**src/rtl/csr_irq_pkg.sv**
```systemverilog
package csr_irq_pkg;

    typedef enum logic [1:0] {
        OP_WRITE = 2'd0,
        OP_SET   = 2'd1,
        OP_CLEAR = 2'd2,
        OP_NONE  = 2'd3
    } alias_op_e;

    typedef enum logic {
        SR_RUN  = 1'b0,
        SR_HOLD = 1'b1
    } srst_state_e;

    localparam int REG_CTRL = 0;
    localparam int REG_INT  = 1;
    localparam int REG_QCTL = 2;

    localparam int SRST_BIT = 31;
    localparam int QRUN_BIT = 5;
    localparam int QPIO_BIT = 2;

endpackage

```
**src/rtl/csr_alias_reg.sv**
```systemverilog
module csr_alias_reg
    import csr_irq_pkg::*;
#(
    parameter int             W    = 16,
    parameter logic [W-1:0]   MASK = '1
) (
    input  logic         clk,
    input  logic         rst_n,
    input  logic         we,
    input  alias_op_e    op,
    input  logic [W-1:0] wdata,
    input  logic [W-1:0] hw_set,
    input  logic         clear_all,
    output logic [W-1:0] q
);

    logic [W-1:0] sw_val;
    logic [W-1:0] q_d;

    always_comb begin
        sw_val = q;
        if (we) begin
            unique case (op)
                OP_WRITE: sw_val = wdata;
                OP_SET:   sw_val = q | wdata;
                OP_CLEAR: sw_val = q & ~wdata;
                default:  sw_val = q;
            endcase
        end
        // hardware set is merged after software, so set beats clear
        q_d = clear_all ? '0 : ((sw_val | hw_set) & MASK);
    end

    always_ff @(posedge clk or negedge rst_n) begin
        if (!rst_n) q <= '0;
        else        q <= q_d;
    end

    p_set_alias_r3: assert property (@(posedge clk) disable iff (!rst_n)
        (we && op == OP_SET && !clear_all)
        |=> ((q & $past(wdata & MASK)) == $past(wdata & MASK)));

    p_clr_alias_r4: assert property (@(posedge clk) disable iff (!rst_n)
        (we && op == OP_CLEAR && !clear_all)
        |=> ((q & $past(wdata & ~hw_set)) == '0));

    p_hw_wins_r6: assert property (@(posedge clk) disable iff (!rst_n)
        ((|hw_set) && !clear_all)
        |=> ((q & $past(hw_set & MASK)) == $past(hw_set & MASK)));

    p_clear_all_r9: assert property (@(posedge clk) disable iff (!rst_n)
        clear_all |=> (q == '0));

endmodule

```
**src/rtl/csr_srst_fsm.sv**
```systemverilog
module csr_srst_fsm
    import csr_irq_pkg::*;
(
    input  logic      clk,
    input  logic      rst_n,
    input  logic      we,
    input  alias_op_e op,
    input  logic      wbit,
    output logic      hold,
    output logic      entering
);

    srst_state_e state_q, state_d;

    always_comb begin
        state_d = state_q;
        unique case (state_q)
            SR_RUN: begin
                // enter_hold
                if (we && wbit && (op == OP_WRITE || op == OP_SET))
                    state_d = SR_HOLD;
            end
            SR_HOLD: begin
                // leave_hold
                if (we && ((op == OP_WRITE && !wbit) || (op == OP_CLEAR && wbit)))
                    state_d = SR_RUN;
            end
            default: state_d = SR_RUN;
        endcase
    end

    always_ff @(posedge clk or negedge rst_n) begin
        if (!rst_n) state_q <= SR_RUN;
        else        state_q <= state_d;
    end

    always_comb begin
        hold     = (state_q == SR_HOLD);
        entering = (state_d == SR_HOLD);
    end

    p_enter_r9: assert property (@(posedge clk) disable iff (!rst_n)
        (we && wbit && op == OP_SET) |=> hold);

    p_leave_r10: assert property (@(posedge clk) disable iff (!rst_n)
        (hold && we && wbit && op == OP_CLEAR) |=> !hold);

endmodule

```
**src/rtl/csr_irq_merge.sv**
```systemverilog
module csr_irq_merge #(
    parameter int N = 8
) (
    input  logic         clk,
    input  logic         rst_n,
    input  logic [N-1:0] status,
    input  logic [N-1:0] enable,
    output logic         irq
);

    logic [N-1:0] pend;

    for (genvar i = 0; i < N; i++) begin : g_pend
        assign pend[i] = status[i] & enable[i];
    end

    always_ff @(posedge clk or negedge rst_n) begin
        if (!rst_n) irq <= 1'b0;
        else        irq <= |pend;
    end

endmodule

```
**src/rtl/csr_irq_regs.sv**
```systemverilog
module csr_irq_regs
    import csr_irq_pkg::*;
#(
    parameter int ADDR_W = 8,
    parameter int DATA_W = 32,
    parameter int N_IRQ  = 8
) (
    input  logic              clk,
    input  logic              rst_n,
    input  logic              wr_en,
    input  logic [ADDR_W-1:0] wr_addr,
    input  logic [DATA_W-1:0] wr_data,
    input  logic [ADDR_W-1:0] rd_addr,
    output logic [DATA_W-1:0] rd_data,
    input  logic [N_IRQ-1:0]  hw_evt,
    output logic              irq,
    output logic              queue_run,
    output logic              pio_queue_mode,
    output logic              soft_reset
);

    localparam int SEL_W = ADDR_W - 4;
    localparam int INT_W = 2 * N_IRQ;
    localparam logic [DATA_W-1:0] QMASK =
        (DATA_W'(1) << QRUN_BIT) | (DATA_W'(1) << QPIO_BIT);

    logic [SEL_W-1:0]  w_sel, r_sel;
    alias_op_e         w_op, r_op;
    logic              w_ok;
    logic              we_ctrl, we_int, we_qctl;
    logic              hold, entering;
    logic [INT_W-1:0]  int_q;
    logic [DATA_W-1:0] qctl_q;

    always_comb begin
        w_sel   = wr_addr[ADDR_W-1:4];
        w_op    = alias_op_e'(wr_addr[3:2]);
        w_ok    = wr_en && (wr_addr[1:0] == 2'b00) && (w_op != OP_NONE);
        we_ctrl = w_ok && (w_sel == SEL_W'(REG_CTRL));
        we_int  = w_ok && (w_sel == SEL_W'(REG_INT));
        we_qctl = w_ok && (w_sel == SEL_W'(REG_QCTL));
    end

    csr_srst_fsm u_srst (
        .clk      (clk),
        .rst_n    (rst_n),
        .we       (we_ctrl),
        .op       (w_op),
        .wbit     (wr_data[SRST_BIT]),
        .hold     (hold),
        .entering (entering)
    );

    csr_alias_reg #(.W(INT_W), .MASK({INT_W{1'b1}})) u_int (
        .clk       (clk),
        .rst_n     (rst_n),
        .we        (we_int),
        .op        (w_op),
        .wdata     (wr_data[INT_W-1:0]),
        .hw_set    ({{N_IRQ{1'b0}}, hw_evt}),
        .clear_all (entering),
        .q         (int_q)
    );

    csr_alias_reg #(.W(DATA_W), .MASK(QMASK)) u_qctl (
        .clk       (clk),
        .rst_n     (rst_n),
        .we        (we_qctl),
        .op        (w_op),
        .wdata     (wr_data),
        .hw_set    ('0),
        .clear_all (entering),
        .q         (qctl_q)
    );

    csr_irq_merge #(.N(N_IRQ)) u_irq (
        .clk    (clk),
        .rst_n  (rst_n),
        .status (int_q[N_IRQ-1:0]),
        .enable (int_q[INT_W-1:N_IRQ]),
        .irq    (irq)
    );

    always_comb begin
        r_sel   = rd_addr[ADDR_W-1:4];
        r_op    = alias_op_e'(rd_addr[3:2]);
        rd_data = '0;
        if (rd_addr[1:0] == 2'b00 && r_op != OP_NONE) begin
            if (r_sel == SEL_W'(REG_CTRL))
                rd_data[SRST_BIT] = hold;
            else if (r_sel == SEL_W'(REG_INT))
                rd_data[INT_W-1:0] = int_q;
            else if (r_sel == SEL_W'(REG_QCTL))
                rd_data = qctl_q;
        end
        queue_run      = qctl_q[QRUN_BIT];
        pio_queue_mode = qctl_q[QPIO_BIT];
        soft_reset     = hold;
    end

    p_hold_zero_r10: assert property (@(posedge clk) disable iff (!rst_n)
        hold |-> (int_q == '0 && qctl_q == '0));

    p_irq_quiet_r9: assert property (@(posedge clk) disable iff (!rst_n)
        hold |=> !irq);

    p_irq_source_r7: assert property (@(posedge clk) disable iff (!rst_n)
        irq |-> $past(|int_q[N_IRQ-1:0]));

endmodule

```
**config.mk**
```make
export PLATFORM = sky130hd
export DESIGN_NAME = csr_irq_regs
export DESIGN_NICKNAME = d
export VERILOG_FILES = /design/src/rtl/csr_irq_pkg.sv /design/src/rtl/csr_alias_reg.sv /design/src/rtl/csr_srst_fsm.sv /design/src/rtl/csr_irq_merge.sv /design/src/rtl/csr_irq_regs.sv
export SDC_FILE = /design/constraint.sdc
export NUM_CORES = 1
export LEC_CHECK = 0
export BUFFER_PORTS_ARGS = -buffer_cell sky130_fd_sc_hd__buf_2
export CAP_MARGIN = 5
export CORE_ASPECT_RATIO = 1.75
export CORE_MARGIN = 1.5
export CORE_UTILIZATION = 40
export CTS_CLUSTER_DIAMETER = 80
export CTS_CLUSTER_SIZE = 16
export DETAILED_ROUTE_END_ITERATION = 12
export GPL_TIMING_DRIVEN = 0
export PLACE_DENSITY_LB_ADDON = 0.25
export SLEW_MARGIN = 20
export SYNTH_ARGS = -nofsm -noshare
export SYNTH_HDL_FRONTEND = slang
export SYNTH_SLANG_ARGS = --single-unit
```
**constraint.sdc**
```tcl
create_clock -name clk -period 1.1 [get_ports clk]
set_clock_uncertainty 0.05 [all_clocks]
set_input_delay 0.055 -clock clk [delete_from_list [all_inputs] [get_ports clk]]
set_output_delay 0.055 -clock clk [all_outputs]
set_load 0.05 [all_outputs]
```
### Word-level counts from Yosys, hierarchy flattened

Cells that the tools add are included.

| word-level totals | value |
|---|---|
| ROM bits | 0 |
| output and inout bits | 36 |
| memories | 0 |
| RAM bits | 0 |
| bits in latches | 0 |
| input bits | 59 |
| register bits after elaboration | 24 |

| operators by class | value |
|---|---|
| mux-type cells | 15 |
| reductions and logical operators | 23 |
| $mul | 0 |
| shifts and indexed selects | 0 |
| div/mod/pow operators | 0 |
| bitwise operators | 16 |
| order comparisons | 0 |
| equal/unequal tests | 8 |
| add/sub/neg operators | 0 |

Operators with widths:

| cell | number |
|---|---|
| 16-bit two-way mux | 4 |
| 16-bit case mux with 3 select lines | 1 |
| 32-bit two-way mux | 1 |
| 31-bit two-way mux | 1 |
| 6-bit two-way mux | 3 |
| 6-bit case mux with 3 select lines | 1 |
| 16-bit AND | 1 |
| 16-bit inverter | 1 |
| 16-bit OR | 1 |
| 16-bit by 8-bit OR with 16-bit output | 1 |
| 1-bit logical AND | 11 |
| 1-bit AND | 8 |
| 4-bit by 1-bit == test with 1-bit output (second input constant) | 2 |
| 4-bit by 2-bit == test with 1-bit output (second input constant) | 2 |
| 4-bit zero test | 2 |
| 8-bit OR reduction | 1 |
| 6-bit AND | 1 |
| 2-bit zero test | 3 |
| 6-bit inverter | 1 |
| 6-bit OR | 1 |
| 2-bit != test (second input constant) | 2 |
| 4-bit nonzero test | 1 |
| 1-bit two-way mux | 3 |
| 2-bit by 1-bit == test with 1-bit output (second input constant) | 1 |
| other kinds (7) | 8 |

### Depth between registers and ports, before layout

| logic depth | value |
|---|---|
| depth after elaboration | 10 |
| mapped depth | 6 |
| depth with buffers taken out | 4 |

### Hierarchy

From an unflattened synthesis, not the netlist that was laid out.

| second synthesis, totals | value |
|---|---|
| cell total of the unflattened synthesis | 209 |
| area, all modules | 1717.9 sq um |

Modules (own cells, without submodules):

| module | cells an instance | instances | area an instance (sq um) |
|---|---|---|---|
| csr_alias_reg (u_int) | 89 | 1 | 843.3 |
| csr_irq_regs | 66 | 1 | 422.9 |
| csr_alias_reg (u_qctl) | 43 | 1 | 335.3 |
| csr_irq_merge | 6 | 1 | 61.3 |
| csr_srst_fsm | 5 | 1 | 55.1 |

### Worst setup path before layout

No wires, ideal clock.

| timing | value |
|---|---|
| kind | reg2out |
| from | reg u_srst.state_q, in the netlist u_srst.hold |
| to | out rd_data[31] |
| path buffers | 0 |
| cell stages (with the launch flop) | 2 |
| data required time | 0.995 ns |
| path slack | -1.316 ns |
| data arrival time | 2.311 ns |
| cell sequence | dfrtp_1 -> nor4b_1 |

| on the way | value |
|---|---|
| cells in the longest elaborated chain, start to end | 2 |

RTL lines:

| element | line | text |
|---|---|---|
| from (decl) | csr_srst_fsm.sv:13 | `srst_state_e state_q, state_d;` |
| from (signal assigned) | csr_srst_fsm.sv:34 | `else state_q <= state_d;` |
| 1-bit two-way mux | csr_irq_regs.sv:89 | `if (r_sel == SEL_W'(REG_CTRL))` |
| 32-bit two-way mux | csr_irq_regs.sv:88 | `if (rd_addr[1:0] == 2'b00 && r_op != OP_NONE) begin` |
| to (decl) | csr_irq_regs.sv:14 | `output logic [DATA_W-1:0] rd_data,` |

Every way passes these cells.

### Final worst setup path

| timing | value |
|---|---|
| from | in rd_addr[6] |
| to | out rd_data[15] |

| on the way | value |
|---|---|
| cells in the longest elaborated chain, start to end | 4 |

RTL lines:

| element | line | text |
|---|---|---|
| from (decl) | csr_irq_regs.sv:13 | `input logic [ADDR_W-1:0] rd_addr,` |
| 4-bit by 1-bit == test with 1-bit output | csr_irq_regs.sv:91 | `else if (r_sel == SEL_W'(REG_INT))` |
| 16-bit two-way mux | csr_irq_regs.sv:91 |  |
| 31-bit two-way mux * | csr_irq_regs.sv:89 |  |
| 32-bit two-way mux * | csr_irq_regs.sv:88 |  |

Every way passes the cells marked *; elsewhere a longest branch is shown, timed or not.

==> implementation parameters <==
Parameter                              Value

Global routing
  Largest net degree at the start of global routing ... 21
  Vias in the first global route ... 1576
  Wire length of the first global-routing pass ... 6.77 mm
  Aggregate global routing overflow ... 0
  Initial antenna violation count ... 0
  Global routing usage summed across all routing layers ... 25.0%

Synthesis
  Synth cell count leaders ... 25 x sky130_fd_sc_hd__a21oi_1, 20 x sky130_fd_sc_hd__dfrtp_1, 19 x sky130_fd_sc_hd__nor2_1, 16 x sky130_fd_sc_hd__buf_4, 16 x sky130_fd_sc_hd__o21ai_0
  Area fraction of the dominant cell type after synthesis ... 38.3%
  Top_reg_cell synth ... sky130_fd_sc_hd__dfrtp_1
  Leading cell types by total area after synthesis ... sky130_fd_sc_hd__dfrtp_1 38%, sky130_fd_sc_hd__a21oi_1 9.6%, sky130_fd_sc_hd__buf_4 9.2%, sky130_fd_sc_hd__and2_1 6.7%, sky130_fd_sc_hd__o21ai_0 6.1%
  Cell type contributing the most total cell area after synthesis ... sky130_fd_sc_hd__dfrtp_1
  Synth unique cells ... 28
  Count of flip-flops with a built-in enable after synthesis ... 0
  Post-Syn Area ... 1310 µm²
  Mapped Avg Cell Area ... 8.11 µm²
  Warnings, synthesis ... 0
  Number of register bits inferred by synthesis ... 20
  Fraction of synthesis flops using an asynchronous set or reset pin ... 100%
  Most frequent cell after synthesis ... sky130_fd_sc_hd__a21oi_1
  Post-Synthesis Cells ... 161
  Proportion of synthesized chip area in sequential cells ... 38.3%

Route
  Detailed-route vias per instance ... 5.08
  Total via count in the routed design ... 1544
  DRT iter0 DRCs ... 39
  Number of search-and-repair iterations in the first detailed-routing pass ... 4
  Wire length after detailed routing ... 4.50 mm
  WL/cell ... 14.8 µm
  Number of routed nets with antenna violations ... 0
  # DRC ... 0

Critical path
  Launching element type of the critical path ... primary input
  Largest stage delay, worst path ... 0.28 ns
  Crit path capture type ... primary output
  Highest fanout seen on the critical path ... 5
  Slowest cell on the critical path ... sky130_fd_sc_hd__and3_4
  Sum of buffers and inverters on the critical path ... 3
  Worst EP arrival ... 1.11 ns
  Worst endpoint required time ... 1.00 ns
  Most prevalent standard cell on the critical path ... sky130_fd_sc_hd__buf_8
  Crit path kind ... in2out
  Cell type group with the largest total delay on the critical path ... simple AND/OR/NAND/NOR gates
  Crit-path cells ... buf_6, nor4_4, and3_4, buf_8, and2_4, buf_8

Pwr
  Internal ... 1.41 mW
  Switching power total ... 0.801 mW
  Worst IR Drop VDD ... 0.686 mV
  Comb power frac ... 37.3%
  Leakage dissipation ... 1.10 nW
  Fraction of power spent switching nets ... 36.2%
  Clock network power share ... 22.2%
  Sequential fraction of design power ... 40.5%
  Power per cell area ... 924 nW/µm²
  Design Power ... 2.21 mW

Clock tree
  Clock Root Buffer ... sky130_fd_sc_hd__clkbuf_8
  CTS tree ... yes
  Clock latency at the later pin of the worst-skew pair ... 0.25 ns
  Number of buffers added by the clock tree synthesis step ... 3
  Maximum clock insertion buffer count ... 2
  Register clock-pin slew on the reported worst setup and hold paths ... 0.07 ns
  CTS sink cnt ... 20
  H-tree levels ... 1

Cells and area
  Post-layout nets ... 321
  Antenna diodes ... 0
  Fraction of final layout cells with drive strength greater than 1 ... 57.9%
  Area delta synth->final ... 83.5%
  Post-route cell area ... 2400 µm²

Timing
  Final-report setup violation count ... 18
  Final critical-path required period ... 1.21 ns
  Post-layout worst setup margin ... -0.112 ns
  Setup repair after global routing missed its margin ... true
  Fmax achieved ... 825 MHz
  Slew Viols, Final ... 0
  Crit share post-route ... 110%
  Hold violation total from the final report ... 0

Worst hold path
  Worst hold path class ... in2reg

Job
  # Max-Cap Violations ... 0

Placed design
  Number of port buffers ... 64
  Post-Place Cell Area ... 1810 µm²
  HPWL after detailed placement ... 2.87 mm
  Placer Congestion ... 0.815

Die
  Starting Density ... 41.6%
  Total die area ... 3630 µm²
  Num ports ... 95
  Overall die width ... 46.2 µm
  Vertical die dimension ... 78.6 µm
  Core Region ... 3140 µm²
  Standard-cell rows ... 27

Outcome
  Outcome ... finished with violations
  Violated checks ... negative setup slack
## state kept, by name, summed over array words and instances, names as in the netlist
| signal | cells |
|---|---|
| u_int.q | 16 |
| u_irq.irq | 1 |
| u_qctl.q | 2 |
| u_srst.hold | 1 |
## per-stage QoR
stage                     instances  hold WS (ns)  setup TNS, ns  util [%]  worst slack (ns)
after global placement          282       -0.0307         -10.35      57.7            -0.395
after detailed placement        282       -0.0228         -10.67      57.7            -0.392
after CTS                       299      0.000392          -1.58      71.2            -0.118
after floorplan                 175        -0.291         -0.637         -            -0.172
final                           304       0.00541          -1.68      76.3            -0.112
after global routing            304        0.0179          -2.79      76.3            -0.151
## routing by layer
layer	GRT usage, %	vias up	routed length (µm)
met5	0	-	0
met4	8.86	0	51
met3	2.76	4	125
met2	46.9	47	2790
met1	26.3	753	1540
li1	-	740	-
## power by group through the flow
stage | Sequential (mW) | Clock (mW) | Combinational (mW)
detailed placement | 0.906 | 0 | 0.618
global route | 0.906 | 0.515 | 0.880
CTS | 0.892 | 0.493 | 0.729
finish | 0.897 | 0.492 | 0.826
global placement | 0.906 | 0 | 0.607
floorplan | 0.982 | 0 | 0.335
## worst paths after layout
| path | from | end | slack [ns] | depth (start not counted) |
|---|---|---|---|---|
| max in group asynchronous | rst_n | u_srst.hold | 0.43 | 2 |
| worst min register to register | u_int.q[7] | u_irq.irq | 0.52 | 2 |
| worst max register to register | u_qctl.q[5] | u_qctl.q[5] | 0 | 4 |
| worst max-delay path | rd_addr[6] | rd_data[15] | -0.11 | 6 |
| min in group asynchronous | rst_n | u_int.q[15] | 0.23 | 2 |
| worst min-delay path | wr_data[9] | u_int.q[9] | 0.005 | 3 |
## cell type report
type,instances,area [µm²]
Multi-Input combinational cell,132,920
Fill cell,245,744
Timing Repair Buffer,83,699
Sequential cell,20,504
Buffer,21,171
Tap cell,43,53.8
Clock buffer,4,45.0
Inverter,1,3.75
## logic make-up (layout without fill, tap and decap cells)
| family | after synthesis | after routing | share of synthesized area, % |
|---|---|---|---|
| other | 1 | 15 | 0.287 |
| buffers and inverters | 23 | 109 | 12.5 |
| AO/OA/AOI/OAI | 53 | 53 | 22.9 |
| AND/OR/NAND/NOR | 64 | 64 | 26.0 |
| flip-flops | 20 | 20 | 38.3 |
## what timing repair did
action	CTS	global route
gates resized for setup	71	41
hold endpoints to repair	23	0
setup buffers	9	4
hold buffers	4	0
pin swaps	11	7
endpoints found under the setup margin	29	37
gates cloned	1	1
## worst reg2reg max path, cell delays in order, from the launching register on
cell,delay [ns]
sky130_fd_sc_hd__dfrtp_2,0.44
sky130_fd_sc_hd__buf_6,0.13
sky130_fd_sc_hd__nor3b_1,0.13
sky130_fd_sc_hd__a31oi_1,0.15
sky130_fd_sc_hd__a31oi_1,0.09
## cell usage in the layout, fill, tap and decap left out, types with 4 or more instances in the layout
cell                            netlist  final
sky130_fd_sc_hd__a21oi_1             25     10
sky130_fd_sc_hd__a21oi_2              0     15
sky130_fd_sc_hd__a22oi_1              6      4
sky130_fd_sc_hd__a31oi_1              4      4
sky130_fd_sc_hd__and2_4               0     13
sky130_fd_sc_hd__buf_2                1     42
sky130_fd_sc_hd__buf_4               16     25
sky130_fd_sc_hd__buf_6                2     14
sky130_fd_sc_hd__buf_8                0     18
sky130_fd_sc_hd__conb_1               1     15
sky130_fd_sc_hd__dfrtp_1             20     17
sky130_fd_sc_hd__dlygate4sd3_1        0      4
sky130_fd_sc_hd__nand2_1             14     13
sky130_fd_sc_hd__nor2_1              19     17
sky130_fd_sc_hd__o21ai_0             16      8
sky130_fd_sc_hd__o21ai_1              0      8
(Power assumes the default switching activity.)
